### src/rtl/banked_regfile.sv
module banked_regfile #(
  parameter int DW = 32
) (
  input  logic          clk,
  input  logic          rst_n,
  input  logic [3:0]    rd_a_idx,
  output logic [DW-1:0] rd_a_data,
  input  logic [3:0]    rd_b_idx,
  output logic [DW-1:0] rd_b_data,
  input  logic          wr_en,
  input  logic [3:0]    wr_idx,
  input  logic [DW-1:0] wr_data,
  input  logic          psr_we,
  input  logic [DW-1:0] psr_wdata,
  output logic [DW-1:0] psr_cur,
  input  logic          saved_we,
  input  logic [DW-1:0] saved_wdata,
  output logic [DW-1:0] saved_rdata,
  input  logic          exc_enter,
  input  logic [4:0]    exc_mode
);
  localparam int NPHYS = 31;
  localparam int NBANK = 6;
  localparam logic [DW-1:0] PSR_MASK  = DW'(32'hF900_00FF);
  localparam logic [DW-1:0] PSR_RESET = DW'(32'h0000_00D3);

  // bank codes: 0 user/system, 1 fiq, 2 irq, 3 svc, 4 abort, 5 undef
  function automatic logic [2:0] bank_of(input logic [4:0] m);
    case (m)
      5'b10001: bank_of = 3'd1;
      5'b10010: bank_of = 3'd2;
      5'b10011: bank_of = 3'd3;
      5'b10111: bank_of = 3'd4;
      5'b11011: bank_of = 3'd5;
      default:  bank_of = 3'd0;
    endcase
  endfunction

  function automatic logic [4:0] phys(input logic [3:0] idx, input logic [2:0] bank);
    if ((idx == 4'd13 || idx == 4'd14) && bank != 3'd0)
      phys = 5'd19 + {1'b0, bank, 1'b0} + {4'b0, idx == 4'd14};
    else if (idx >= 4'd8 && idx <= 4'd12 && bank == 3'd1)
      phys = 5'd16 + {2'b0, idx[2:0]};
    else
      phys = {1'b0, idx};
  endfunction

  logic [DW-1:0] gpr  [NPHYS];
  logic [DW-1:0] spsr [NBANK];
  logic [DW-1:0] cpsr;
  logic [2:0]    cur_bank, tgt_bank;

  assign cur_bank = bank_of(cpsr[4:0]);
  assign tgt_bank = bank_of(exc_mode);

  assign rd_a_data   = gpr[phys(rd_a_idx, cur_bank)];
  assign rd_b_data   = gpr[phys(rd_b_idx, cur_bank)];
  assign psr_cur     = cpsr;
  assign saved_rdata = spsr[cur_bank];

  always_ff @(posedge clk) begin
    if (!rst_n) begin
      for (int i = 0; i < NPHYS; i++) gpr[i] <= '0;
    end else if (wr_en) begin
      gpr[phys(wr_idx, cur_bank)] <= wr_data;
    end
  end

  always_ff @(posedge clk) begin
    if (!rst_n) cpsr <= PSR_RESET;
    else if (psr_we) cpsr <= psr_wdata & PSR_MASK;
  end

  always_ff @(posedge clk) begin
    if (!rst_n) begin
      for (int b = 0; b < NBANK; b++) spsr[b] <= '0;
    end else if (exc_enter) begin
      if (tgt_bank != 3'd0) spsr[tgt_bank] <= cpsr;
    end else if (saved_we && cur_bank != 3'd0) begin
      spsr[cur_bank] <= saved_wdata & PSR_MASK;
    end
  end
endmodule

### config.mk
export PLATFORM = sky130hd
export DESIGN_NAME = banked_regfile
export DESIGN_NICKNAME = d
export VERILOG_FILES = /design/src/rtl/banked_regfile.sv
export SDC_FILE = /design/constraint.sdc
export NUM_CORES = 2
export LEC_CHECK = 0
export BUFFER_PORTS_ARGS = -buffer_cell sky130_fd_sc_hd__buf_2
export CAP_MARGIN = 20
export CORE_ASPECT_RATIO = 1.5
export CORE_UTILIZATION = 50
export DETAILED_ROUTE_END_ITERATION = 8
export GPL_TIMING_DRIVEN = 0
export PLACE_DENSITY = 0.73
export SETUP_SLACK_MARGIN = 0.4
export SYNTH_ARGS = -nofsm -noshare
export SYNTH_HDL_FRONTEND = slang
export SYNTH_SLANG_ARGS = --single-unit
### constraint.sdc
create_clock -name clk -period 7.7 [get_ports clk]
set_input_delay 0.77 -clock clk [delete_from_list [all_inputs] [get_ports clk]]
set_output_delay 0.77 -clock clk [all_outputs]
set_load 0.02 [all_outputs]
# After elaboration in Yosys (flattened, before gate mapping)
# Memories as Yosys holds them, arrays and structs flattened.
# Index checks and enable logic that the tools add are counted.
# W data, S select, Z words.
totals:
  register_bits: 14
  ram_bits: 1076
  input_bits: 119
  output_inout_bits: 128
  mem_count: 2
memory_table:
  columns: ["memory", "words", "word_bits", "rd", "rd_clocked_by_memory_dff", "wr", "line_no", "source"]
  rows:
  - ["gpr", 31, 32, 2, 0, 31, "48", "logic [DW-1:0] gpr [NPHYS];"]
  - ["spsr", 6, 14, 1, 0, 6, "49", "logic [DW-1:0] spsr [NBANK];"]
op_classes:
  addsub: 7
  magnitude_cmp: 6
  n_eq_ne: 17
  mux: 31
  n_reduce_logical: 18
op_table:
  columns: ["op", "n"]
  rows:
  - ["$eq A5 B5 Y1 const B", 10]
  - ["$mux W5", 9]
  - ["$mux W32", 1]
  - ["$reduce_or A32 Y1", 1]
  - ["$pmux W3 S5", 2]
  - ["$mux W14", 2]
  - ["$reduce_or A14 Y1", 2]
  - ["$eq A4 B4 Y1 const B", 6]
  - ["$add A5 B1 Y5", 3]
  - ["$add A5 B3 Y5 const A", 3]
  - ["$mux W1", 15]
  - ["$ge A4 B4 Y1 const B", 3]
  - ["$le A4 B4 Y1 const B", 3]
  - ["$logic_and A1 B1 Y1", 10]
  - ["$mux W3", 2]
  - ["$reduce_bool A3 Y1", 2]
  - ["$add A5 B4 Y5 const A", 1]
  - ["$eq A3 B1 Y1 const B", 1]
  - ["$logic_or A1 B1 Y1", 3]

# Logic depth before layout (Yosys ltp)
logic_depth:
  depth_word: 10
  depth_mapped: 19
  depth_no_buf: 13

# Worst setup path after synthesis
# Ideal clock, no wire load.
synth_timing:
  kind: "reg2reg"
  startpoint: "register cpsr[4], in the netlist psr_cur[4]"
  endpoint: "memory gpr[13][0], enable pin"
  t_arrival_ns: 5.768
  t_required_ns: 7.234
  path_slack_ns: 1.466
  stages_incl_launch_ff: 17
  n_path_buf: 4
  period_less_slack_ns: 6.234
  cell_sequence: "dfxtp_1 > nor2b_1 > nand2_1 > a21oi_1 > inv_2 > buf_1 > clkbuf_1 > ha_1 > inv_1 > a21oi_2 > or3_1 > a21oi_1 > nor2_1 > or2_1 > clkbuf_1 > buf_2 > o21ai_0"
synth_rtl:
  columns: ["element", "line_no", "source"]
  rows:
  - ["from (decl)", "50", "logic [DW-1:0] cpsr;"]
  - ["from (signal assigned)", "71", "else if (psr_we) cpsr <= psr_wdata & PSR_MASK;"]
  - ["to (decl)", "48", null]

# Final worst setup path
layout_timing:
  startpoint: "register cpsr[4], in the netlist psr_cur[4]"
  endpoint: "output port rd_a_data[30]"
layout_via:
  elab_chain_len: 7
layout_rtl:
  columns: ["element", "line_no", "source"]
  rows:
  - ["$eq A5 B5 Y1", "29", "case (m)"]
  - ["$pmux W3 S5 *", "29", null]
  - ["parallel branches: the longest is 3 deep, another holds $add A5 B4 Y5", null, null]
  - ["$mux W5 *", "40", "if ((idx == 4'd13 || idx == 4'd14) && bank != 3'd0)"]
  - ["$mem_v2 Z31 W32 *", null, null]
  - ["to (decl)", "7", "output logic [DW-1:0] rd_a_data,"]
# Every way passes the cells marked *.

==> summary.md <==
| Metric | Value |
|---|---|
| Ys Warns | 0 |
| Final wirelength | 276,000 um |
| CTS clk-pin slew, worst paths | 70 ps |
| Final core occ | 58.2% |
| CTS tree | built |
| Max-Slew Margin vs Limit | 0.196% |
| Reg2reg setup slack | 1200 ps |
| CTS sink count | 1,148 |
| Required time worst endpoint | 6930 ps |
| RSZ-0062 raised after global routing | false |
| First-pass GRT wire length | 372,000 um |
| IO Count | 247 |
| Worst slew pin tran | 1490 ps |
| Die width | 287 um |
| Total power | 16.2 mW |
| Yosys top cell by area | edfxtp_1 |
| Top post-synthesis cells by area | edfxtp_1 56%, mux4_2 15%, and2_1 10% |
| Peak VDD IR | 210 uV |
| Avg Inst Size Synth | 13.4 um2 |
| Nets | 5,119 |
| Full die area | 123,000 um2 |
| Vias in the first global route | 45,983 |
| Cell variety after synth | 73 |
| Core Area | 120,000 um2 |
| Crit path max fanout | 14 |
| Fin crit period | 7520 ps |
| DRT iter0 DRCs | 9,555 |
| Final period util | 97.6% |
| Detail Route Antenna Nets | 0 |
| Clk_lat worst skew | 790 ps |
| Via density | 7.20 |
| Non-filler cells, final | 6,692 |
| Arrival @ worst endpoint | 6750 ps |
| Flops & latches, synth | 1,148 |
| Placed standard-cell area | 65,800 um2 |
| Vias post-DR | 48,150 |
| Port bufs | 169 |
| Mapped Area | 60,700 um2 |
| Initial antenna violation count | 48 |
| Max clock buf depth | 3 |
| Synth top area share | 56.1% |
| Overflow left after global routing | 0 |
| Reg2reg start | psr_cur[4] |
| Failing checks | design-rule violations, max-capacitance violations |
| Total CTS buffers | 107 |
| Clock root cell | clkbuf_16 |
| Crit start category | flop |
| Setup crit end kind | output pin |
| Drt drc | 21 |
| Wire length per cell | 41.3 um |
| # setup viols final | 0 |
| Max H-tree Level | 3 |
| Pwr/cell area | 231 nW/um2 |
| Crit Path Class | flop to output pin |
| Pleak | 25.8 nW |
| Hold-critical path depth | 3 |
| Hold crit path type | primary input to flop |
| Initial Utilization | 50.4% |
| Pin count of the biggest net entering global routing | 23 |
| Endpoints failing hold | 0 |
| Area delta synth->final | 15.5% |
| Die Y | 429 um |
| Share of cells above drive strength 1 | 22.1% |
| Rows | 156 |
| FF-to-FF path depth | 15 |
| Placed Cells | 6,441 |
| Worst r2r dst | gpr[30][17] |
| Global Route Usage Sum | 45.4% |
| RePlAce Congestion | 1.11 |
| Fmax | 133 MHz |
| Seq/Total Area, Yosys | 56.5% |
| Max-capacitance violation count | 1 |
| Mapped Cells | 4,539 |
| Status | finished, violations left |
| Total iterations of the first detailed-routing run | 9 |
| Hold Crit Start | psr_wdata[0] |
| CTS Hold Bufs | 0 |
| WHS Endpoint | psr_cur[0] |
| Final instance area | 70,100 um2 |
| Setup Buffers After CTS | 0 |
| Number of synthesized flops with an enable pin | 1,134 |
| Hpwl dp | 190,000 um |
| Layout Skew | 38.6 ps |
| Max Slew Vio Count | 0 |
| Ys flop type | edfxtp_1 |
| Async SR Flop Fraction | 0% |
==> flip-flops by register name, indices dropped and copies added (netlist names) <==
signal   count
gpr       1024
psr_cur     14
spsr       110
==> layout by cell type (no fill, tap or decap), drive strengths merged, types with 46 or more instances in the layout <==
cell,n
edfxtp,1134
conb,62
and2,995
nand2,474
o22ai,54
a21oi,70
and3,46
mux2i,152
nand3,81
buf,397
clkbuf,498
a32o,107
nor2,172
o21ai,85
mux4,391
==> metrics by stage <==
stage	TNS [ps]	setup slack, ps	hold slack (ps)
finish	0	184	198
global placement	-2926280	-3620	482
detailed placement	-9660	-798	498
floorplan	0	1470	601
CTS	0	404	238
global route	0	311	237
==> worst max-delay path, cell delays in order (launching register included) <==
cell and delay (ps):
dfxtp_1 420, nor2b_1 210, nand2_1 130, a21oi_4 360, inv_4 180, buf_2 260, clkbuf_4 290, ha_1 360
o21ai_0 170, o221ai_1 240, nor3_4 420, clkbuf_2 400, clkbuf_4 460, clkbuf_2 560, nand2_1 160, nand3_1 130
o211ai_1 220, o221ai_1 650, buf_2 290
==> Yosys cell counts, types with 8 or more instances <==
cell type  instances
a31oi_1           10
and2_1           995
mux2i_1          152
nand3_1           81
mux2_2            30
nor2_1           171
clkbuf_2          12
o221ai_1           9
edfxtp_1        1134
buf_1             21
nand2_1          474
buf_4             43
a21oi_1           69
clkbuf_1         337
nor2b_1           13
o21ai_0           83
dfxtp_1           14
nand4_1            9
mux4_2           391
and3_1            46
buf_6             14
a221o_1           36
buf_2             47
o22ai_1           54
o211ai_1          12
a22oi_1           21
a32oi_1            8
inv_1             22
a32o_1           107
==> report_power, final <==
| group | switching [mW] | internal, mW | total (mW) |
|---|---|---|---|
| registers | 0.123 | 7.09 | 7.22 |
| logic | 2.43 | 1.07 | 3.50 |
| clock network | 2.50 | 2.99 | 5.49 |
| total | 5.05 | 11.2 | 16.2 |
==> worst max-delay path by stage <==
| stage | startpoint | to | slack, ps | cells past startpoint |
|---|---|---|---|---|
| after detailed placement | psr_cur[2] | rd_a_data[30] | -800 | 18 |
| after CTS | psr_cur[3] | rd_b_data[5] | 400 | 18 |
| after global placement | psr_cur[2] | gpr[30][18] | -3620 | 13 |
| final | psr_cur[4] | rd_a_data[30] | 180 | 18 |
| after global routing | psr_cur[4] | rd_a_data[19] | 310 | 19 |
| after floorplan | psr_cur[4] | gpr[13][0] | 1470 | 16 |
==> cells by family (layout without fill, tap and decap cells) <==
family	after synthesis	after routing	synth area share [%]
AND/OR/NAND/NOR	1823	1823	16.0
flip-flops	1148	1148	56.5
multiplexers	579	579	17.7
buffers and inverters	498	975	3.64
AO/OA/AOI/OAI	473	473	5.85
XOR/XNOR	10	10	0.157
adder cells (fa/ha/maj)	7	7	0.144
other	1	97	0.00618
==> area by class of cell <==
type	count	area [um2]
flip-flops and latches	1148	34300
fillers	9319	50300
plain buffers	474	2280
well taps	1580	1980
clock buffers	141	2890
multi-input cells	2954	25200
clock inverters	52	532
inverters	24	92.6
repair buffers	284	2790
diodes	35	87.6
==> repair_timing <==
item                       in CTS  in global routing
setup endpoints to repair      64                 64
resized for setup              82                 80
cloned                          0                  0
pin swaps                       0                  1
==> routing by layer <==
metal  global-route usage, %  vias up  part of all wire, %
met2                    65.4     5307                   42
li1                        -    17860                    -
met4                    42.4       36                   13
met5                    1.43        -                 0.14
met1                    48.2    23143                   28
met3                    22.3     1804                   17
Power figures use the tool's default switching activity.
